File: config.mk
export PLATFORM = sky130hd
export DESIGN_NAME = cal_time_counter
export DESIGN_NICKNAME = d
export VERILOG_FILES = /design/src/rtl/cal_pkg.sv /design/src/rtl/cal_wrap_cnt.sv /design/src/rtl/cal_month_len.sv /design/src/rtl/cal_bus_regs.sv /design/src/rtl/cal_time_counter.sv
export SDC_FILE = /design/constraint.sdc
export NUM_CORES = 1
export LEC_CHECK = 0
export ABC_AREA = 1
export ABC_CLOCK_PERIOD_IN_PS = 3200
export BUFFER_PORTS_ARGS = -buffer_cell sky130_fd_sc_hd__clkbuf_2
export CELL_PAD_IN_SITES_DETAIL_PLACEMENT = 1
export CELL_PAD_IN_SITES_GLOBAL_PLACEMENT = 1
export CORE_ASPECT_RATIO = 1.25
export CORE_UTILIZATION = 45
export DETAILED_ROUTE_END_ITERATION = 16
export GPL_TIMING_DRIVEN = 0
export PLACE_DENSITY_LB_ADDON = 0.1
export SYNTH_ARGS = -nofsm -noshare
export SYNTH_HDL_FRONTEND = slang
export SYNTH_SLANG_ARGS = --single-unit
File: constraint.sdc
create_clock -name clk -period 3.2 [get_ports clk]
set_clock_uncertainty 0.2 [all_clocks]
set_input_delay 0.16 -clock clk [delete_from_list [all_inputs] [get_ports clk]]
set_output_delay 0.16 -clock clk [all_outputs]
set_load 0.05 [all_outputs]
File: src/rtl/cal_pkg.sv
package cal_pkg;
  localparam int FLD_W   = 7;
  localparam int NUM_FLD = 7;

  localparam int IX_YEAR  = 0;
  localparam int IX_MONTH = 1;
  localparam int IX_MDAY  = 2;
  localparam int IX_WDAY  = 3;
  localparam int IX_HOUR  = 4;
  localparam int IX_MIN   = 5;
  localparam int IX_SEC   = 6;

  typedef logic [FLD_W-1:0] fld_t;
  typedef fld_t [NUM_FLD-1:0] fld_vec_t;

  // stored bit count for each field
  function automatic int fld_bits(input int idx);
    case (idx)
      IX_YEAR:  return 7;
      IX_MONTH: return 4;
      IX_MDAY:  return 5;
      IX_WDAY:  return 3;
      IX_HOUR:  return 5;
      default:  return 6;
    endcase
  endfunction

  // first value after wrap, also the reset value
  function automatic fld_t fld_lo(input int idx);
    if (idx == IX_MONTH || idx == IX_MDAY) return fld_t'(1);
    return fld_t'(0);
  endfunction

  // fixed last value before wrap (day of month is variable)
  function automatic fld_t fld_hi(input int idx, input int year_top);
    case (idx)
      IX_YEAR:  return fld_t'(year_top);
      IX_MONTH: return fld_t'(12);
      IX_MDAY:  return fld_t'(31);
      IX_WDAY:  return fld_t'(6);
      IX_HOUR:  return fld_t'(23);
      default:  return fld_t'(59);
    endcase
  endfunction
endpackage

File: src/rtl/cal_wrap_cnt.sv
module cal_wrap_cnt #(
  parameter int W = 7,
  parameter logic [W-1:0] RST_VAL = '0
) (
  input  logic         clk,
  input  logic         rst_n,
  input  logic         inc_i,
  input  logic         ld_i,
  input  logic [W-1:0] ld_val_i,
  input  logic [W-1:0] lo_i,
  input  logic [W-1:0] hi_i,
  output logic [W-1:0] q_o,
  output logic         wrap_o
);
  logic [W-1:0] q_q;
  logic [W-1:0] q_d;
  logic         q_en;
  logic         at_top;

  assign at_top = (q_q >= hi_i);

  always_comb begin
    q_d    = q_q;
    q_en   = 1'b0;
    wrap_o = 1'b0;
    if (ld_i) begin
      q_d  = ld_val_i;
      q_en = 1'b1;
    end else if (inc_i) begin
      q_en   = 1'b1;
      wrap_o = at_top;
      q_d    = at_top ? lo_i : q_q + 1'b1;
    end
  end

  always_ff @(posedge clk or negedge rst_n) begin
    if (!rst_n) begin
      q_q <= RST_VAL;
    end else if (q_en) begin
      q_q <= q_d;
    end
  end

  assign q_o = q_q;
endmodule

File: src/rtl/cal_month_len.sv
module cal_month_len #(
  parameter int W = 7
) (
  input  logic [W-1:0] month_i,
  input  logic [W-1:0] year_i,
  output logic [W-1:0] days_o
);
  logic leap;

  // zero year is excluded from the multiple-of-four rule
  assign leap = (year_i[1:0] == 2'b00) && (year_i != '0);

  always_comb begin
    if (month_i == W'(2)) begin
      days_o = leap ? W'(29) : W'(28);
    end else if (month_i == W'(4) || month_i == W'(6) ||
                 month_i == W'(9) || month_i == W'(11)) begin
      days_o = W'(30);
    end else begin
      days_o = W'(31);
    end
  end
endmodule

File: src/rtl/cal_bus_regs.sv
module cal_bus_regs
  import cal_pkg::*;
#(
  parameter int ADDR_W       = 8,
  parameter int DATA_W       = 8,
  parameter int FIELD_BASE   = 'h40,
  parameter int FIELD_STRIDE = 4,
  parameter int CTRL_ADDR    = 'h20
) (
  input  logic                clk,
  input  logic                rst_n,
  input  logic                unlock_i,
  input  logic                wr_en_i,
  input  logic [ADDR_W-1:0]   addr_i,
  input  logic [DATA_W-1:0]   wdata_i,
  input  fld_vec_t            fld_i,
  output logic [NUM_FLD-1:0]  ld_o,
  output fld_vec_t            ld_val_o,
  output logic                stop_o,
  output logic [DATA_W-1:0]   rdata_o
);
  logic               wr_ok;
  logic [NUM_FLD-1:0] hit;
  logic               ctrl_hit;
  logic               stop_q;
  logic               stop_d;
  logic               stop_en;

  assign wr_ok    = wr_en_i && unlock_i;
  assign ctrl_hit = (addr_i == ADDR_W'(CTRL_ADDR));

  for (genvar i = 0; i < NUM_FLD; i++) begin : g_dec
    localparam fld_t MASK = fld_t'((1 << fld_bits(i)) - 1);
    assign hit[i]      = (addr_i == ADDR_W'(FIELD_BASE + FIELD_STRIDE * i));
    assign ld_o[i]     = wr_ok && hit[i];
    assign ld_val_o[i] = fld_t'(wdata_i) & MASK;
  end

  always_comb begin
    stop_en = wr_ok && ctrl_hit;
    stop_d  = wdata_i[0];
  end

  always_ff @(posedge clk or negedge rst_n) begin
    if (!rst_n) begin
      stop_q <= 1'b0;
    end else if (stop_en) begin
      stop_q <= stop_d;
    end
  end

  assign stop_o = stop_q;

  always_comb begin
    rdata_o = '0;
    if (ctrl_hit) rdata_o = DATA_W'(stop_q);
    for (int i = 0; i < NUM_FLD; i++) begin
      if (hit[i]) rdata_o = DATA_W'(fld_i[i]);
    end
  end
endmodule

File: src/rtl/cal_time_counter.sv
module cal_time_counter
  import cal_pkg::*;
#(
  parameter int ADDR_W       = 8,
  parameter int DATA_W       = 8,
  parameter int FIELD_BASE   = 'h40,
  parameter int FIELD_STRIDE = 4,
  parameter int CTRL_ADDR    = 'h20,
  parameter int YEAR_TOP     = 99
) (
  input  logic              clk,
  input  logic              rst_n,
  input  logic              tick_i,
  input  logic              unlock_i,
  input  logic              wr_en_i,
  input  logic [ADDR_W-1:0] addr_i,
  input  logic [DATA_W-1:0] wdata_i,
  output logic [DATA_W-1:0] rdata_o
);
  fld_vec_t           fld_q;
  fld_vec_t           ld_val;
  logic [NUM_FLD-1:0] ld;
  logic [NUM_FLD-1:0] inc;
  logic [NUM_FLD-1:0] wrap;
  logic               stop;
  logic               tick_ok;
  fld_t               mlen;

  cal_bus_regs #(
    .ADDR_W(ADDR_W), .DATA_W(DATA_W), .FIELD_BASE(FIELD_BASE),
    .FIELD_STRIDE(FIELD_STRIDE), .CTRL_ADDR(CTRL_ADDR)
  ) regs_i (
    .clk(clk), .rst_n(rst_n), .unlock_i(unlock_i), .wr_en_i(wr_en_i),
    .addr_i(addr_i), .wdata_i(wdata_i), .fld_i(fld_q), .ld_o(ld),
    .ld_val_o(ld_val), .stop_o(stop), .rdata_o(rdata_o)
  );

  cal_month_len #(.W(FLD_W)) mlen_i (
    .month_i(fld_q[IX_MONTH]), .year_i(fld_q[IX_YEAR]), .days_o(mlen)
  );

  // a seconds write takes the cycle: its tick is dropped
  assign tick_ok = tick_i && !stop && !ld[IX_SEC];

  always_comb begin
    inc           = '0;
    inc[IX_SEC]   = tick_ok;
    inc[IX_MIN]   = wrap[IX_SEC];
    inc[IX_HOUR]  = wrap[IX_MIN];
    inc[IX_WDAY]  = wrap[IX_HOUR];
    inc[IX_MDAY]  = wrap[IX_HOUR];
    inc[IX_MONTH] = wrap[IX_MDAY];
    inc[IX_YEAR]  = wrap[IX_MONTH];
  end

  for (genvar i = 0; i < NUM_FLD; i++) begin : g_fld
    localparam fld_t LO = fld_lo(i);
    localparam fld_t HI = fld_hi(i, YEAR_TOP);
    fld_t hi_sel;
    if (i == IX_MDAY) begin : g_var_top
      assign hi_sel = mlen;
    end else begin : g_fix_top
      assign hi_sel = HI;
    end

    fld_t q;
    logic w;
    cal_wrap_cnt #(.W(FLD_W), .RST_VAL(LO)) cnt_i (
      .clk(clk), .rst_n(rst_n), .inc_i(inc[i]), .ld_i(ld[i]),
      .ld_val_i(ld_val[i]), .lo_i(LO), .hi_i(hi_sel),
      .q_o(q), .wrap_o(w)
    );
    assign fld_q[i] = q;
    assign wrap[i]  = w;
  end
endmodule

# Yosys cells after proc, flatten, opt, wreduce, memory -nomap -nowiden
# Cells that the tools add are included.
[word_totals]
input_bits = 21
regBits = 50
[op_classes]
order_cmp = 7
n_reduce_logical = 33
n_eq_ne = 13
muxes = 55
addsub = 7
[ops]
columns = ["op", "count"]
rows = [
  ["$mux 7", 22],
  ["$eq 8x7->1 const B", 7],
  ["$mux 8", 7],
  ["$add 7x1->7 const B", 7],
  ["$mux 1", 26],
  ["$eq 7x3->1 const B", 2],
  ["$eq 7x4->1 const B", 2],
  ["$ge 7x6->1 const B", 2],
  ["$reduce_and 2->1", 7],
  ["$reduce_bool 2->1", 7],
  ["$logic_and 1x1->1", 12],
  ["$eq 8x6->1 const B", 1],
  ["$eq 7x2->1 const B", 1],
  ["$ge 7x3->1 const B", 1],
  ["$ge 7x4->1 const B", 1],
  ["$ge 7x5->1 const B", 1],
  ["$ge 7x7->1", 1],
  ["$ge 7x7->1 const B", 1],
  ["$reduce_bool 7->1", 1],
  ["$logic_or 1x1->1", 3],
  ["$logic_not 1->1", 2],
  ["$logic_not 2->1", 1],
]

# Longest topological paths before layout
# Gate-level depths: netlist (run 1).
[depth]
depth_word = 17
ltp_mapped = 16

# Cells and area by module
# From an unflattened synthesis (run 1), not the netlist that was laid out.
[unflattened]
hier_cells = 944
area_unflattened_um2 = 6357.3
[modules_own_cells]
columns = ["module", "area_each_um2", "cells_each", "instances", "seq_area_each_um2"]
rows = [
  ["cal_wrap_cnt (g_fld[0].cnt_i ...)", 742.0, 105, 5, 175.2],
  ["cal_wrap_cnt (g_fld[1].cnt_i ...)", 743.2, 105, 2, 176.4],
  ["cal_bus_regs", 1001.0, 175, 1, 25.0],
  ["cal_month_len", 138.9, 29, 1, 0.0],
  ["cal_time_counter", 21.3, 5, 1, 0.0],
]

# Worst setup path after synthesis (run 1)
# No wires, ideal clock.
[synth_timing]
kind = "reg2reg"
startpoint = "register g_fld[1].cnt_i.q_q[0]"
endpoint = "register g_fld[1].cnt_i.q_q[1]"
period_less_slack_ns = 2.525
setup_time_ns = 0.119
n_path_buf = 1
required_ns = 2.881
setup_slack_ns = 0.675
path_stages_with_launch = 17
arrival_ns = 2.205
path_cell_list = "dfstp_2 > inv_1 > ha_1 > a21oi_1 > a31oi_1 > o211ai_1 > ha_1 > inv_1 > a21boi_0 > o21ai_1 > and2_1 > nor2_2 > nand3_2 > nand2_1 > buf_6 > nand2_2 > o21ai_2"
[synth_via]
elab_chain_cells = 12
word_cells_on_any_way = 22
cone_classes = "add/sub: 1; order compare: 2; eq/ne: 5; mux: 9; reduce/logical: 5"
[synth_rtl]
columns = ["item", "line", "rtl"]
rows = [
  ["start, declared", "cal_wrap_cnt.sv:15", "logic [W-1:0] q_q;"],
  ["start signal, assigned", "cal_wrap_cnt.sv:40", "q_q <= q_d;"],
  ["$eq 7x3->1", "cal_month_len.sv:16", "end else if (month_i == W'(4) || month_i == W'(6) ||"],
  ["$logic_or 1x1->1 (2 in series)", "cal_month_len.sv:16", ""],
  ["$logic_or 1x1->1", "cal_month_len.sv:17", "month_i == W'(9) || month_i == W'(11)) begin"],
  ["$mux 1", "cal_month_len.sv:16", ""],
  ["$mux 7", "cal_month_len.sv:14", "if (month_i == W'(2)) begin"],
  ["$ge 7x7->1", "cal_wrap_cnt.sv:20", "assign at_top = (q_q >= hi_i);"],
  ["$mux 1", "cal_wrap_cnt.sv:29", "end else if (inc_i) begin"],
  ["$mux 1", "cal_wrap_cnt.sv:26", "if (ld_i) begin"],
  ["$mux 1", "cal_wrap_cnt.sv:29", ""],
  ["$mux 1", "cal_wrap_cnt.sv:26", ""],
  ["$reduce_and 2->1 (no source line)", "n/a", ""],
]
# Parallel ways exist; a longest one is shown, timed or not. The select of a mux whose other input is x is not followed.
# A chain may end at the register's enable or synchronous reset.

# Worst setup path in the final report (run 1)
[layout_timing]
startpoint = "register g_fld[1].cnt_i.q_q[0]"
endpoint = "register g_fld[0].cnt_i.q_q[2]"
[layout_via]
elab_chain_cells = 14
word_cells_on_any_way = 20
cone_classes = "order compare: 2; eq/ne: 5; mux: 8; reduce/logical: 5"
[layout_rtl]
columns = ["item", "line"]
rows = [
  ["$eq 7x3->1", "cal_month_len.sv:16"],
  ["$logic_or 1x1->1 (2 in series)", "cal_month_len.sv:16"],
  ["$logic_or 1x1->1", "cal_month_len.sv:17"],
  ["$mux 1", "cal_month_len.sv:16"],
  ["$mux 7", "cal_month_len.sv:14"],
  ["$ge 7x7->1", "cal_wrap_cnt.sv:20"],
  ["$mux 1", "cal_wrap_cnt.sv:29"],
  ["$mux 1", "cal_wrap_cnt.sv:26"],
  ["$mux 1 (*)", "cal_wrap_cnt.sv:29"],
  ["$mux 1 (*)", "cal_wrap_cnt.sv:26"],
  ["$mux 1", "cal_wrap_cnt.sv:29"],
  ["$mux 1", "cal_wrap_cnt.sv:26"],
  ["$reduce_and 2->1 (no source line) (*)", "n/a"],
  ["end signal, assigned", "cal_wrap_cnt.sv:40"],
  ["end, declared", "cal_wrap_cnt.sv:15"],
]
# Every way passes the cells marked *; elsewhere a longest branch is shown, timed or not.

==> flow_metrics.tcl, run 1 <==
set metrics [dict create \
    grt_remaining_overflow 0 \
    hold_viol 0 \
    wirelength_um 10900 \
    hold_path_class "primary input to flop" \
    min_period_ns 2.93 \
    slew_headroom 0.649 \
    r2r_start "g_fld[1].cnt_i.q_o[0]" \
    rows 36 \
    crit_fanout 8 \
    h-tree-depth 2 \
    coreArea_um2 7750 \
    fin_crit_sh 0.914 \
    ys_types 42 \
    finalNetCount 556 \
    syn_inst 480 \
    clock_latency_ns 0.32 \
    hpwl_um 8610 \
    drv_slew 0 \
    status "complete, no violations" \
    layout_commonest_cell "nand2_1" \
    yosysTopAreaCell "dfrtp_1" \
    synthArstFlopShare 1.00 \
    syn_avg_cell_area_um2 7.45 \
    ff2ff_setup_slack_ns 0.27 \
    hold_start "wdata_i[6]" \
    ant_nets 0 \
    drive_gt1_frac 0.180 \
    fp.dieW_um 81.7 \
    power.density_nw_per_um2 371 \
    fmax_ghz 0.342 \
    critPathKind "flop to flop" \
    rr_worst_depth 15 \
    start_util 0.461 \
    clock-sinks 50 \
    drt_pre_antenna_iters 5 \
    crit_chain "inv_1 -> ha_1 -> a21oi_1 -> a31oi_1 -> o211ai_1 -> ha_1 -> inv_1 -> a21boi_0 -> o21ai_1 -> and2_2 -> nor2_4 -> nand4_4 -> nand2_4 -> nand2_1 -> nand2_1" \
    cp-end-kind "flop" \
    area.growth.synth_to_final_pct 12.2 \
    wl_per_cell_um 17.6 \
    vias 3425 \
    synthFlopType "dfrtp_1" \
    drt_iter0_drc 146 \
    path_clk_slew_ns 0.10 \
    tns_ns 0 \
    crit_path_start_kind "flop" \
    drcViolationCount 0 \
    min_path_cells 5 \
    place_ws_ns 0.212 \
    startpoint "g_fld[1].cnt_i.q_o[0]" \
    insertedDiodeCount 0 \
    cpMaxStageDelayCell "dfstp_2" \
    synth_top_area_frac 0.336 \
    maxCapViolations 0 \
    setup_viol 0 \
    crit_arrival_ns 2.98 \
    netlist_area_um2 3570 \
    grt_start_max_net_pins 51 \
    tightest_slew_ns 0.527 \
    fin_ws_ns 0.274 \
    ys_top_cells_by_area "dfrtp_1 34%, nand2_1 13%, inv_1 6.7%" \
    place_congestion 0.878 \
    root_buffer "clkbuf_8" \
    max_stage_delay_ns 0.57 \
    grt_pass1_wl_um 17300 \
    leakage_nw 1.99 \
    grt_pass1_vias 3542 \
    most-common-layout-cells "121 x nand2_1, 64 x inv_1, 48 x dfrtp_1, 37 x nor2_1, 35 x nand3_1" \
    tritoncts "built" \
    io_buffers 26 \
    die_h_um 102 \
    vias_per_cell 5.55 \
    synth-seq-cells 50 \
    grtUsageTotal 0.281 \
    ir_worst_vdd_mv 0.227 \
    synth-edff-count 0 \
    antenna_found_initial 0 \
    cts_made_buffers 5 \
    die_area_um2 8310 \
    cts_setup_buffers 0 \
    cts.path.max_buffers 2 \
    ys_seq_area_frac 0.351 \
    yosysWarnings 0 \
    rsz0062_at_grt "false" \
    cp.required_ns 3.26 \
    syn_nets 515 \
    io_pins 29 \
    utilization 0.518 \
]
==> synth_stat cells (2+ instances only) <==
master,count
nand2_1,121
inv_1,64
dfrtp_1,48
nor2_1,37
nand3_1,35
o21ai_0,19
nand2_2,16
a21oi_1,14
ha_1,14
o22ai_1,13
nand4_1,9
xor2_1,9
inv_2,8
o211ai_1,8
o21ai_2,8
nor3_1,7
o221ai_1,7
nand2_4,4
nor2_2,4
xnor2_1,4
a31oi_1,3
nor2_4,3
dfstp_2,2
nand4_4,2
nor3_2,2
nor4_1,2
o21ai_1,2
==> per-layer routing <==
layer	global-route usage	wire [µm]	vias up
met5	0	0	-
met4	0.127	385	0
met3	0.0432	255	27
met2	0.508	5730	56
met1	0.319	4520	1685
li1	-	-	1657
==> state kept, by name, indices dropped and copies added, names as in the netlist <==
name	flops
g_fld.cnt_i.q_o	49
regs_i.stop_o	1
==> stage by stage <==
step | cells | power [mW] | instance area [µm²] | hold WS [ns]
after floorplan | 480 | 0.970 | 3570 | -0.336
after detailed placement | 601 | 1.09 | 3820 | 0.203
final | 617 | 1.49 | 4010 | 0.0170
after CTS | 616 | 1.50 | 3980 | 0.0102
after global routing | 617 | 1.56 | 4010 | 0.0604
after global placement | 601 | 1.07 | 3820 | 0.195
==> final timing paths <==
kind                                         end
min                        g_fld[0].cnt_i.q_o[6]
max in group asynchronous  g_fld[2].cnt_i.q_o[0]
max reg2reg                g_fld[0].cnt_i.q_o[2]
min in group asynchronous  g_fld[5].cnt_i.q_o[2]
max                        g_fld[0].cnt_i.q_o[2]
min reg2reg                g_fld[4].cnt_i.q_o[5]
==> power breakdown <==
group | switching [mW] | total (mW) | internal (mW)
registers | 0.0848 | 0.781 | 0.697
logic | 0.193 | 0.309 | 0.117
clock network | 0.242 | 0.397 | 0.155
total | 0.520 | 1.49 | 0.968
==> final cells by class <==
cell class,count,area (µm²)
fillers,1027,3740
multi-input cells,354,2010
flip-flops and latches,50,1250
inverters,72,270
repair buffers,34,220
well taps,95,119
clock buffers,5,68.8
plain buffers,4,43.8
clock inverters,3,21.3
==> worst max-delay path, delay by kind of cell, from the launching register on <==
kind,cells,cell delay (ns)
AND/OR/NAND/NOR,6,0.85
AO/OA/AOI/OAI,5,0.71
flip-flops,1,0.57
adder cells (fa/ha/maj),2,0.40
buffers and inverters,2,0.14
==> cell families (layout without fill, tap and decap cells) <==
group	Yosys count	in the layout	synth area share
simple gates	249	249	0.342
compound gates	77	77	0.137
buf+inv	76	118	0.0879
flops	50	50	0.351
fa+ha+maj	14	14	0.0490
xor+xnor	13	13	0.0319
other cells	1	1	0.00105
==> timing repair <==
action | 4_1_cts | 5_1_grt
endpoints found under the hold margin | 39 | 0
gates resized for setup | 0 | 2
hold buffers | 7 | 0
setup endpoints to repair | 0 | 7
(Power assumes the default switching activity.)
==> run 2: changes to the inputs <==
ABC_AREA = not set   (was 1)
ABC_CLOCK_PERIOD_IN_PS = 3300   (was 3200)
clock period = 3.3 ns   (was 3.2 ns; I/O delays follow)
==> flow_metrics.tcl, run 2 <==
set metrics [dict create \
    die_area_um2 8180 \
    grt_remaining_overflow 0 \
    syn_avg_cell_area_um2 9.12 \
    fin_crit_sh 1.03 \
    cp.required_ns 3.30 \
    synth-edff-count 0 \
    path_clk_slew_ns 0.11 \
    most-common-layout-cells "45 x dfrtp_1, 31 x nor2_1, 31 x nand2_1, 24 x clkbuf_2, 18 x a21oi_1" \
    h-tree-depth 2 \
    place_congestion 0.904 \
    maxCapViolations 0 \
    dpl_cell_area_um2 3780 \
    fmax_ghz 0.293 \
    drt_pre_antenna_iters 4 \
    utilization 0.548 \
    ys_seq_area_frac 0.356 \
    rows 35 \
    yosys-top-cells-count "48 x dfrtp_1, 32 x nand2_1, 32 x nor2_1, 18 x a21oi_1, 17 x nand3_1" \
    drcViolationCount 0 \
    synthArstFlopShare 1.00 \
    setup_viol 8 \
    insertedDiodeCount 0 \
    crit_arrival_ns 3.41 \
    min_period_ns 3.41 \
    tightest_slew_ns 0.744 \
    vias_per_cell 6.58 \
    grt_start_max_net_pins 51 \
    grt_pass1_vias 3453 \
    antenna_found_initial 0 \
    finalNetCount 466 \
    ys_top_cells_by_area "dfrtp_1 34%, ha_1 5.0%, mux4_2 3.8%" \
    rsz0062_at_grt "true" \
    ys_types 70 \
    cts_made_buffers 5 \
    clock_latency_ns 0.32 \
    largest_reg_flops 49 \
    start_util 0.470 \
    syn_nets 421 \
    grt_pass1_wl_um 18100 \
    fin_ws_ns -0.110 \
    slew_headroom 0.501 \
    fin_area_um2 4100 \
    wirelength_um 11800 \
    grtUsageTotal 0.300 \
    drv_slew 0 \
    crit_fanout 3 \
    area.growth.synth_to_final_pct 16.5 \
    crit_path_start_kind "flop" \
    power.density_nw_per_um2 335 \
    netlist_area_um2 3520 \
    hold_viol 0 \
    yosysWarnings 0 \
    ant_nets 0 \
    fp.dieW_um 81.1 \
    max_stage_delay_ns 0.43 \
    drt_iter0_drc 212 \
    layout_commonest_cell "dfrtp_1" \
    syn_inst 386 \
    yosysMostFrequentCell "dfrtp_1" \
    io_buffers 25 \
    power_mw 1.37 \
    hold_path_class "primary input to flop" \
    cp-end-kind "flop" \
    drive_gt1_frac 0.211 \
    status "finished, violations left" \
    die_h_um 101 \
    tns_ns -0.460 \
    io_pins 29 \
    leakage_nw 1.81 \
    vias 3449 \
    synthFlopType "dfrtp_1" \
    tritoncts "built" \
    clock-sinks 50 \
    coreArea_um2 7490 \
    hpwl_um 8350 \
    ir_worst_vdd_mv 0.186 \
    failed_checks "negative setup slack" \
    yosysTopAreaCell "dfrtp_1" \
    cpMaxStageDelayCell "dfrtp_2" \
    wl_per_cell_um 22.5 \
    cts.path.max_buffers 2 \
    root_buffer "clkbuf_8" \
    synth-seq-cells 50 \
    crit_chain "or3_4 -> o31ai_4 -> a21oi_1 -> o31ai_1 -> nand2_1 -> ha_1 -> nand2b_4 -> a2111oi_4 -> nor3_2 -> nand4_1 -> and2_1 -> a221o_1" \
    synth_top_area_frac 0.341 \
    critPathKind "flop to flop" \
]
[run 2: kinds of logic (layout without fill, tap and decap cells)]
family          Yosys count  count (layout)  share of synthesized area
compound gates          119             119                      0.241
xor+xnor                  4               4                    0.00995
fa+ha+maj                14              14                     0.0498
buf+inv                  31              76                     0.0402
flops                    50              50                      0.356
mux                      12              12                     0.0572
other cells               1               1                    0.00107
simple gates            155             156                      0.244
[run 2: timing repair]
item | 4_1_cts | 5_1_grt
gates cloned | 0 | 1
hold buffers | 3 | 0
endpoints found under the setup margin | 11 | 14
endpoints found under the hold margin | 51 | 0
pin swaps | 8 | 10
setup buffers | 7 | 2
gates resized for setup | 12 | 9
[run 2: power breakdown]
group / switching [mW] / leakage [nW] / internal (mW)
sequential: 0.0595 / 0.641 / 0.645
combinational: 0.121 / 1.12 / 0.0914
clock: 0.230 / 0.0514 / 0.227
[run 2: final cells by class]
class / count / area [µm²]
Multi-Input combinational cell: 306 / 2240
Buffer: 14 / 70.1
Clock buffer: 6 / 72.6
Timing Repair Buffer: 38 / 250
Sequential cell: 50 / 1260
Inverter: 16 / 60.1
Fill cell: 886 / 3390
Clock inverter: 2 / 37.5
Tap cell: 92 / 115
[run 2: path summary, 6_finish.rpt]
check,start,end,slack [ns],cells past startpoint
worst max-delay path,g_fld[0].cnt_i.q_o[3],g_fld[0].cnt_i.q_o[6],-0.11,12
worst min-delay path,wdata_i[3],g_fld[4].cnt_i.q_o[3],0.02,3
worst max register to register,g_fld[0].cnt_i.q_o[3],g_fld[0].cnt_i.q_o[6],-0.11,12
worst min register to register,g_fld[3].cnt_i.q_o[4],g_fld[3].cnt_i.q_o[4],0.32,1
max in group asynchronous,rst_n,g_fld[2].cnt_i.q_o[0],2.07,3
min in group asynchronous,rst_n,g_fld[6].cnt_i.q_o[3],0.19,2
[run 2: layer usage]
layer	up-vias	share of wire	track usage
met3	32	0.030	0.0344
met5	-	0	0
li1	1573	-	-
met2	93	0.51	0.535
met4	0	0.031	0.107
met1	1751	0.43	0.365
[run 2: worst max-delay path: cells and delay by family (launching register included)]
kind                     cells  cell delay, ns
AO/OA/AOI/OAI                5            0.97
adder cells (fa/ha/maj)      1            0.31
flip-flops                   1            0.43
AND/OR/NAND/NOR              6            1.38
[run 2: stage by stage]
step                      worst slack (ns)  hold slack [ns]  cells
final                               -0.110           0.0203    524
after global routing                -0.191           0.0120    524
after CTS                          -0.0386           0.0113    520
after detailed placement            -0.296            0.262    503
after global placement              -0.296            0.261    503
after floorplan                    0.00771           -0.331    386
